<file path="src/rtl/minmax_avg_unit.sv">
module minmax_avg_unit #(
  parameter int W = 64
) (
  input  logic         clk,
  input  logic         rst,
  input  logic         in_valid,
  input  logic         use_avg,
  input  logic [1:0]   mode,
  input  logic         rec,
  input  logic         so_in,
  input  logic [W-1:0] opa,
  input  logic [W-1:0] opb,
  output logic         out_valid,
  output logic [W-1:0] result,
  output logic         cr_we,
  output logic [3:0]   cr_field
);
  localparam logic [W-1:0] SIGN = {1'b1, {(W-1){1'b0}}};

  logic [W-1:0] ka, kb, pick, avg;
  logic [W:0]   wide;
  logic         a_lt, a_gt, a_eq;

  assign ka   = mode[1] ? (opa ^ SIGN) : opa;
  assign kb   = mode[1] ? (opb ^ SIGN) : opb;
  assign a_lt = ka < kb;
  assign a_eq = opa == opb;
  assign a_gt = !a_lt && !a_eq;

  assign pick = (a_lt ^ mode[0]) ? opa : opb;
  assign wide = {1'b0, opa} + {1'b0, opb} + (W+1)'(1);
  assign avg  = W'(wide >> 1);

  always_ff @(posedge clk) begin
    if (rst) begin
      out_valid <= 1'b0;
      cr_we     <= 1'b0;
      cr_field  <= 4'h0;
      result    <= '0;
    end else begin
      out_valid <= in_valid;
      if (in_valid) begin
        result   <= use_avg ? avg : pick;
        cr_we    <= rec;
        cr_field <= rec ? {a_lt, a_gt, a_eq, so_in} : 4'h0;
      end
    end
  end
endmodule


</file>
<file path="config.mk">
export PLATFORM = sky130hd
export DESIGN_NAME = minmax_avg_unit
export DESIGN_NICKNAME = d
export VERILOG_FILES = /design/src/rtl/minmax_avg_unit.sv
export SDC_FILE = /design/constraint.sdc
export NUM_CORES = 1
export LEC_CHECK = 0
export BUFFER_PORTS_ARGS = -buffer_cell sky130_fd_sc_hd__buf_4
export CAP_MARGIN = 25
export CORE_MARGIN = 1
export CORE_UTILIZATION = 35
export DETAILED_ROUTE_END_ITERATION = 10
export PLACE_DENSITY = 0.61
export SLEW_MARGIN = 20
export SYNTH_ARGS = -nofsm -noshare
export SYNTH_HDL_FRONTEND = slang
export SYNTH_SLANG_ARGS = --single-unit
</file>
<file path="constraint.sdc">
create_clock -name clk -period 3.5 [get_ports clk]
set_clock_uncertainty 0.05 [all_clocks]
set_input_delay 0.35 -clock clk [delete_from_list [all_inputs] [get_ports clk]]
set_output_delay 0.35 -clock clk [all_outputs]
set_load 0.01 [all_outputs]
</file>
After elaboration in Yosys (flattened, before gate mapping)
Index checks and enable logic that the tools add are counted.
{ "totals": {"ramBits": 0, "romBits": 0, "regBits": 70, "latchBits": 0, "memories": 0, "word_cells": 19, "inputBits": 136} }
{ "classes": {"n_addsub": 2, "reduce_logical": 3, "div_mod_pow": 0, "magnitude_cmp": 1, "mul": 0, "mux": 5, "n_eq_ne": 1, "shift": 0, "n_bitwise": 3} }
{ "op_table": {"columns": ["operator", "n"], "rows": [
  ["$mux 64", 4],
  ["$add 64x64->65", 1],
  ["$add 65x1->65 const B", 1],
  ["$eq 64x64->1", 1],
  ["$lt 64x64->1", 1],
  ["$mux 4", 1],
  ["$logic_not 1->1", 2],
  ["$not 1->1", 2],
  ["$logic_and 1x1->1", 1],
  ["$xor 1x1->1", 1]
]} }

Logic depth before layout (Yosys ltp)
Gate-level depths: netlist (run 1).
{ "logic_depth": {"word_depth": 6, "depth_mapped": 15} }

Worst setup path after synthesis (run 1)
OpenSTA, ideal clock, no wires.
{ "synth_timing": {"kind": "in2reg", "startpoint": "input opb[3]", "endpoint": "register result[58]", "required_time_ps": 3328, "stages": 12, "slack_ps": 208, "t_arrival_ps": 3120, "path_buffers": 1, "setup_time_ps": 122, "cell_sequence": "inv_1 -> ha_1 -> buf_6 -> or4_4 -> a2111oi_4 -> o41ai_2 -> o311ai_4 -> a31oi_4 -> o31ai_1 -> a311oi_1 -> xnor2_1 -> a221o_1"} }
{ "synth_via": {"elab_chain_len": 5, "elab_cells_between_ends": 7} }
{ "synth_lines": {"columns": ["item", "line", "text"], "rows": [
  ["start, declared", "12", "input logic [W-1:0] opb,"],
  ["parallel branches: the longest is 4 deep, another holds $add 64x64->65", null, null],
  ["$mux 64 (*)", "43", "result <= use_avg ? avg : pick;"],
  ["end signal, assigned", "43", null],
  ["end, declared", "14", "output logic [W-1:0] result,"]
]} }
Every way passes the cells marked *.
A chain may end at the register's enable or synchronous reset.

Worst setup path after layout (run 1)
{ "layout_timing": {"startpoint": "input opb[1]", "endpoint": "register result[58]"} }
The elaborated chain is that of the path after synthesis.

==> results of run 1 <==
[where the power goes]
group          total [mW]  leakage (nW)  switching [mW]  internal [mW]
clock network        1.02         0.145           0.447          0.571
logic                2.04          5.24            1.05          0.986
registers           0.928         0.577          0.0515          0.876
total                3.98          5.96            1.55           2.43
[cells by family after synthesis]
kind of cell	synth area share
AOI/OAI and AO/OA	0.283
xor gates and xnor gates	0.0540
adders and majority gates	0.177
buffers and inverters	0.0814
DFF	0.155
muxes	0.0803
and+or+nand+nor	0.170
[sequential cells by signal, indices dropped and copies added, names as in the netlist]
signal,cells
cr_field,4
cr_we,1
out_valid,1
result,64
[cells in the final DEF (no fill, tap or decap), types with 14 or more instances in the layout]
| cell type | count |
|---|---|
| xnor2_1 | 47 |
| buf_4 | 360 |
| mux2i_1 | 57 |
| ha_1 | 126 |
| nor2b_1 | 22 |
| nor3_1 | 20 |
| a22o_1 | 26 |
| o21bai_1 | 23 |
| o21ai_0 | 60 |
| nand2_1 | 71 |
| nand4_1 | 14 |
| nor4_1 | 15 |
| nor2_1 | 95 |
| nand3_1 | 23 |
| o31ai_1 | 20 |
| a21oi_1 | 103 |
| inv_1 | 125 |
| dfxtp_1 | 70 |
[final cells by class]
| type | instances | area, um^2 |
|---|---|---|
| fill | 2478 | 12900 |
| tap | 330 | 413 |
| timing repair buffer | 367 | 2840 |
| sequential | 70 | 1400 |
| multi-input combinational | 938 | 7020 |
| inverter | 125 | 469 |
| clock inverter | 5 | 60.1 |
| clock buffer | 10 | 239 |
[worst paths after layout]
kind                            cells after the start  slack [ps]          end
worst min-delay path                                3         240  cr_field[0]
worst min register to register                      2         430        cr_we
worst max register to register                      4        2460   result[63]
worst max-delay path                               13         160   result[58]
[metal layers]
metal  global-route usage  share of wire  vias up  wire length, um
li1                     -              -     4957                -
met1                0.321           0.45     4694            14900
met2                0.426           0.47      307            15700
met3               0.0349          0.059       50             1960
met4               0.0773          0.024        0              786
met5                    0              0        -                0
[worst max-delay path, stage by stage]
cell and delay, ps:
buf_4 110, inv_1 40, ha_1 280, o21ba_2 210, or4_4 460, a2111oi_4 450
o41ai_2 160, o311ai_4 340, a31oi_4 130, o31ai_1 330, a311oi_1 170, xnor2_1 180
a221o_1 320
[metrics by stage]
step	worst slack, ps	power [mW]	cells	setup TNS, ps
2_1_floorplan	208	2.04	1196	0
3_3_place_gp	-298	2.94	1829	-13160
3_5_place_dp	-322	2.95	1829	-12110
4_1_cts	42.4	3.98	1844	0
5_1_grt	6.90	4.20	1845	0
6_report	158	3.98	1845	0
[timing repair]
action,4_1_cts,5_1_grt
resized for setup,0,15
hold endpoints to repair,0,0
setup buffers,0,1
endpoints found under the setup margin,0,45
==> impl_metrics.json, run 1 <==
{
  "power.density_nw_per_um2": 320,
  "die-area_um2": 26600,
  "hold_viol": 0,
  "grt_pass1_vias": 9886,
  "ys_top_cells_by_area": "ha_1, dfxtp_1, mux2i_1, a21oi_1, inv_1",
  "placed_area_um2": 12100,
  "fin_nets": 1775,
  "syn_inst": 1196,
  "syn2layout_area_growth_pct": 37.2,
  "synth_cell_types": 81,
  "dieWidth_um": 163,
  "n_antenna_cell": 0,
  "worst_setup_path_end_kind": "register",
  "cts_hold_buf": 0,
  "antenna_found_initial": 0,
  "dpl.hpwl_mm": 26.9,
  "viasPerCell": 5.42,
  "p_leak_nw": 5.96,
  "drt-total-wl_mm": 33.3,
  "relSlewSlack": 0.529,
  "synth_most_common_cell": "ha_1",
  "cts-buffers-inserted": 9,
  "fin_area_um2": 12400,
  "grt.total_usage": 0.249,
  "async_flop_share": 0,
  "grt_max_degree": 65,
  "hp-start": "so_in",
  "fmax_mhz": 299,
  "die_h_um": 163,
  "gp_congestion": 0.955,
  "clock_sinks": 70,
  "ant_nets": 0,
  "min_path_type": "input pin to register",
  "firstDrtPassIters": 5,
  "min_period_ps": 3340,
  "clkTransAtPathRegs_ps": 70,
  "grt_remaining_overflow": 0,
  "cap_violations": 0,
  "drive_above_1_share": 0.286,
  "finish.utilization": 0.491,
  "clk_latency_ps": 360,
  "cts_tree": "built",
  "synth_top_area_share": 0.175,
  "drt_iter0_drc": 588,
  "wl_per_cell_um": 18.1,
  "core-area_um2": 25300,
  "period_share": 0.955,
  "cp-start-kind": "input pin",
  "yosys-top-cells-count": "ha_1, inv_1, a21oi_1",
  "vias": 10000,
  "crit_path_max_fanout": 4,
  "synth_flop_cell": "dfxtp_1",
  "synth-seq-cells": 70,
  "setup_viol": 0,
  "io_pins": 206,
  "ir_worst_vdd_v": 0.000178,
  "ctsRootBufferMaster": "clkbuf_16",
  "worst_ep_required_time_ps": 3700,
  "yosys_warnings": 0,
  "ys_seq_area_frac": 0.155,
  "port-buffer-count": 205,
  "start_util": 0.358,
  "arrival_ps": 3550,
  "grt_pass1_wl_mm": 51.8,
  "critical_path.startpoint": "opb[1]",
  "status": "finished clean",
  "hold_ws_ps": 237,
  "synth_area_um2": 9070,
  "synth_area_per_cell_um2": 7.58,
  "critPathKind": "input pin to register",
  "htree_levels": 3,
  "syn_nets": 1460,
  "grt_setup_unrepaired": "no",
  "yosysTopAreaCell": "ha_1",
  "worst_pin_slew_ps": 706,
  "clockBufferDepth": 2,
  "r2r-start": "result[63]",
  "rows": 58,
  "synth_edf_count": 0,
  "slew_violations": 0,
  "drcViolationCount": 0
}
No activity file was read; power rests on OpenSTA's default activity.
==> run 2, diff against run 1 <==
==> constraint.sdc (replaced) <==
create_clock -name clk -period 3.5 [get_ports clk]
set_clock_uncertainty 0.05 [all_clocks]
set_input_delay 0.7 -clock clk [delete_from_list [all_inputs] [get_ports clk]]
set_output_delay 0.7 -clock clk [all_outputs]
set_load 0.01 [all_outputs]
==> run 2 against run 1 <==
Wire length increased by 7.3%; count of clock-buffer cells in the layout down 1; die area is the same; clock power is 4% higher; combinational power increased by 17%; non-clock buffer count grew 175; via count up 8.3%; final area grew 14%; sequential power about the same; sequential share of layout area is 1.4 points lower; critical path type unchanged; critical endpoint unchanged; largest cell class unchanged; highest routed layer unchanged.
==> impl_metrics.json, run 2 (same netlist as run 1, synthesis figures left out) <==
{
  "arrival_ps": 3690,
  "grt_max_degree": 40,
  "dp_cells": 1982,
  "grt_pass1_wl_mm": 54.7,
  "port-buffer-count": 205,
  "min_path_type": "register to register",
  "r2r-end": "result[63]",
  "whs_endpoint": "cr_field[0]",
  "dpl.hpwl_mm": 28.3,
  "clkTransAtPathRegs_ps": 70,
  "wl_per_cell_um": 17.7,
  "slew_violations": 0,
  "clk_latency_ps": 370,
  "fmax_mhz": 287,
  "cap_violations": 0,
  "worst_setup_path_end_kind": "register",
  "crit_path_max_fanout": 3,
  "r2r-start": "result[63]",
  "regMostFlops": "result",
  "fin_nets": 1950,
  "die_h_um": 163,
  "vias": 10800,
  "min_path_cells": 2,
  "grt.total_usage": 0.260,
  "hold_viol": 0,
  "drt_iter0_drc": 528,
  "syn2layout_area_growth_pct": 56.6,
  "worst_pin_slew_ps": 741,
  "dieWidth_um": 163,
  "p_leak_nw": 6.88,
  "htree_levels": 3,
  "cts-buffers-inserted": 9,
  "drive_above_1_share": 0.386,
  "antenna_found_initial": 0,
  "n_antenna_cell": 0,
  "power.density_nw_per_um2": 308,
  "grt_setup_unrepaired": "yes",
  "critPathKind": "input pin to register",
  "hold_ws_ps": 420,
  "grt_remaining_overflow": 0,
  "largest_registers": "result x64, cr_field x4",
  "stdcell_count": 2021,
  "clockBufferDepth": 2,
  "regToRegSetupSlack_ps": 2470,
  "total_power_mw": 4.37,
  "max_stage_delay_ps": 540,
  "period_share": 0.994,
  "viasPerCell": 5.36,
  "status": "finished clean",
  "worst_slack_ps": 20.6,
  "start_util": 0.358,
  "ctsRootBufferMaster": "clkbuf_16",
  "critPathSlowestCell": "or4_4",
  "firstDrtPassIters": 5,
  "largest_reg_flops": 64,
  "drt-total-wl_mm": 35.8,
  "clock_sinks": 70,
  "core-area_um2": 25300,
  "io_pins": 206,
  "worst_ep_required_time_ps": 3710,
  "drcViolationCount": 0,
  "hp-start": "cr_field[0]",
  "relSlewSlack": 0.501,
  "gp_congestion": 0.926,
  "finish.utilization": 0.561,
  "rows": 58,
  "dp_slack_ps": -616,
  "crit_chain": "buf_4 > inv_1 > ha_1 > or4_4 > a2111oi_4 > o41ai_4 > o311ai_4 > a31oi_4 > o31ai_4 > a311oi_2 > xnor2_1 > a221o_1",
  "setup_viol": 0,
  "cts_tree": "built",
  "min_period_ps": 3480,
  "cp-start-kind": "input pin",
  "die-area_um2": 26600,
  "layout_commonest_cell": "buf_4",
  "layout_common_cells": "buf_4, inv_1, ha_1",
  "ant_nets": 0,
  "rr_worst_depth": 4,
  "grt_pass1_vias": 10700,
  "ir_worst_vdd_v": 0.000265
}
-- run 2: worst max-delay path by stage --
stage,from,endpoint,slack [ps],depth (start not counted)
floorplan,opb[14],result[58],-60,12
global placement,opa[0],result[51],-620,16
detailed placement,opa[0],result[63],-620,17
CTS,opb[54],result[14],10,15
global route,opb[0],result[55],-50,17
finish,opb[11],result[58],20,12
-- run 2: per-layer routing --
metal / GRT usage / wire (um) / vias to the layer above / share of wire
met4: 0.0731 / 1060 / 0 / 0.030
li1: - / - / 5299 / -
met1: 0.325 / 15400 / 5092 / 0.43
met2: 0.455 / 17000 / 377 / 0.48
met3: 0.0430 / 2300 / 66 / 0.064
met5: 0 / 0 / - / 0
-- run 2: per-stage QoR --
| step | setup TNS, ps | cell area [um^2] |
|---|---|---|
| 2_1_floorplan | -66.0 | 9140 |
| 3_3_place_gp | -20850 | 13300 |
| 3_5_place_dp | -21820 | 13300 |
| 4_1_cts | 0 | 13700 |
| 5_1_grt | -140 | 14200 |
| 6_report | 0 | 14200 |
-- run 2: worst max-delay path, delay by kind of cell --
family / cells / cell delay (ps)
and+or+nand+nor: 1 / 540
buffers and inverters: 2 / 140
AOI/OAI and AO/OA: 7 / 1830
adders and majority gates: 1 / 280
xor gates and xnor gates: 1 / 170
-- run 2: what timing repair did --
action,in CTS,in global routing
cloned,0,3
pin swaps,8,23
endpoints found under the hold margin,0,0
buffers inserted,1,20
setup endpoints to repair,31,57
resized for setup,14,61
hold buffers,0,0
-- run 2: where the power goes --
part | internal [mW] | leakage, nW | switching (mW)
sequential | 0.876 | 0.577 | 0.0524
combinational | 1.22 | 6.15 | 1.17
clock | 0.627 | 0.152 | 0.428
total | 2.72 | 6.88 | 1.65
-- run 2: final cells by class --
| class | count | area (um^2) |
|---|---|---|
| clock buffers | 9 | 225 |
| flip-flops and latches | 70 | 1400 |
| multi-input cells | 938 | 7370 |
| inverters | 125 | 474 |
| repair buffers | 542 | 4220 |
| clock inverters | 7 | 97.6 |
| well taps | 330 | 413 |
| fillers | 2321 | 11100 |
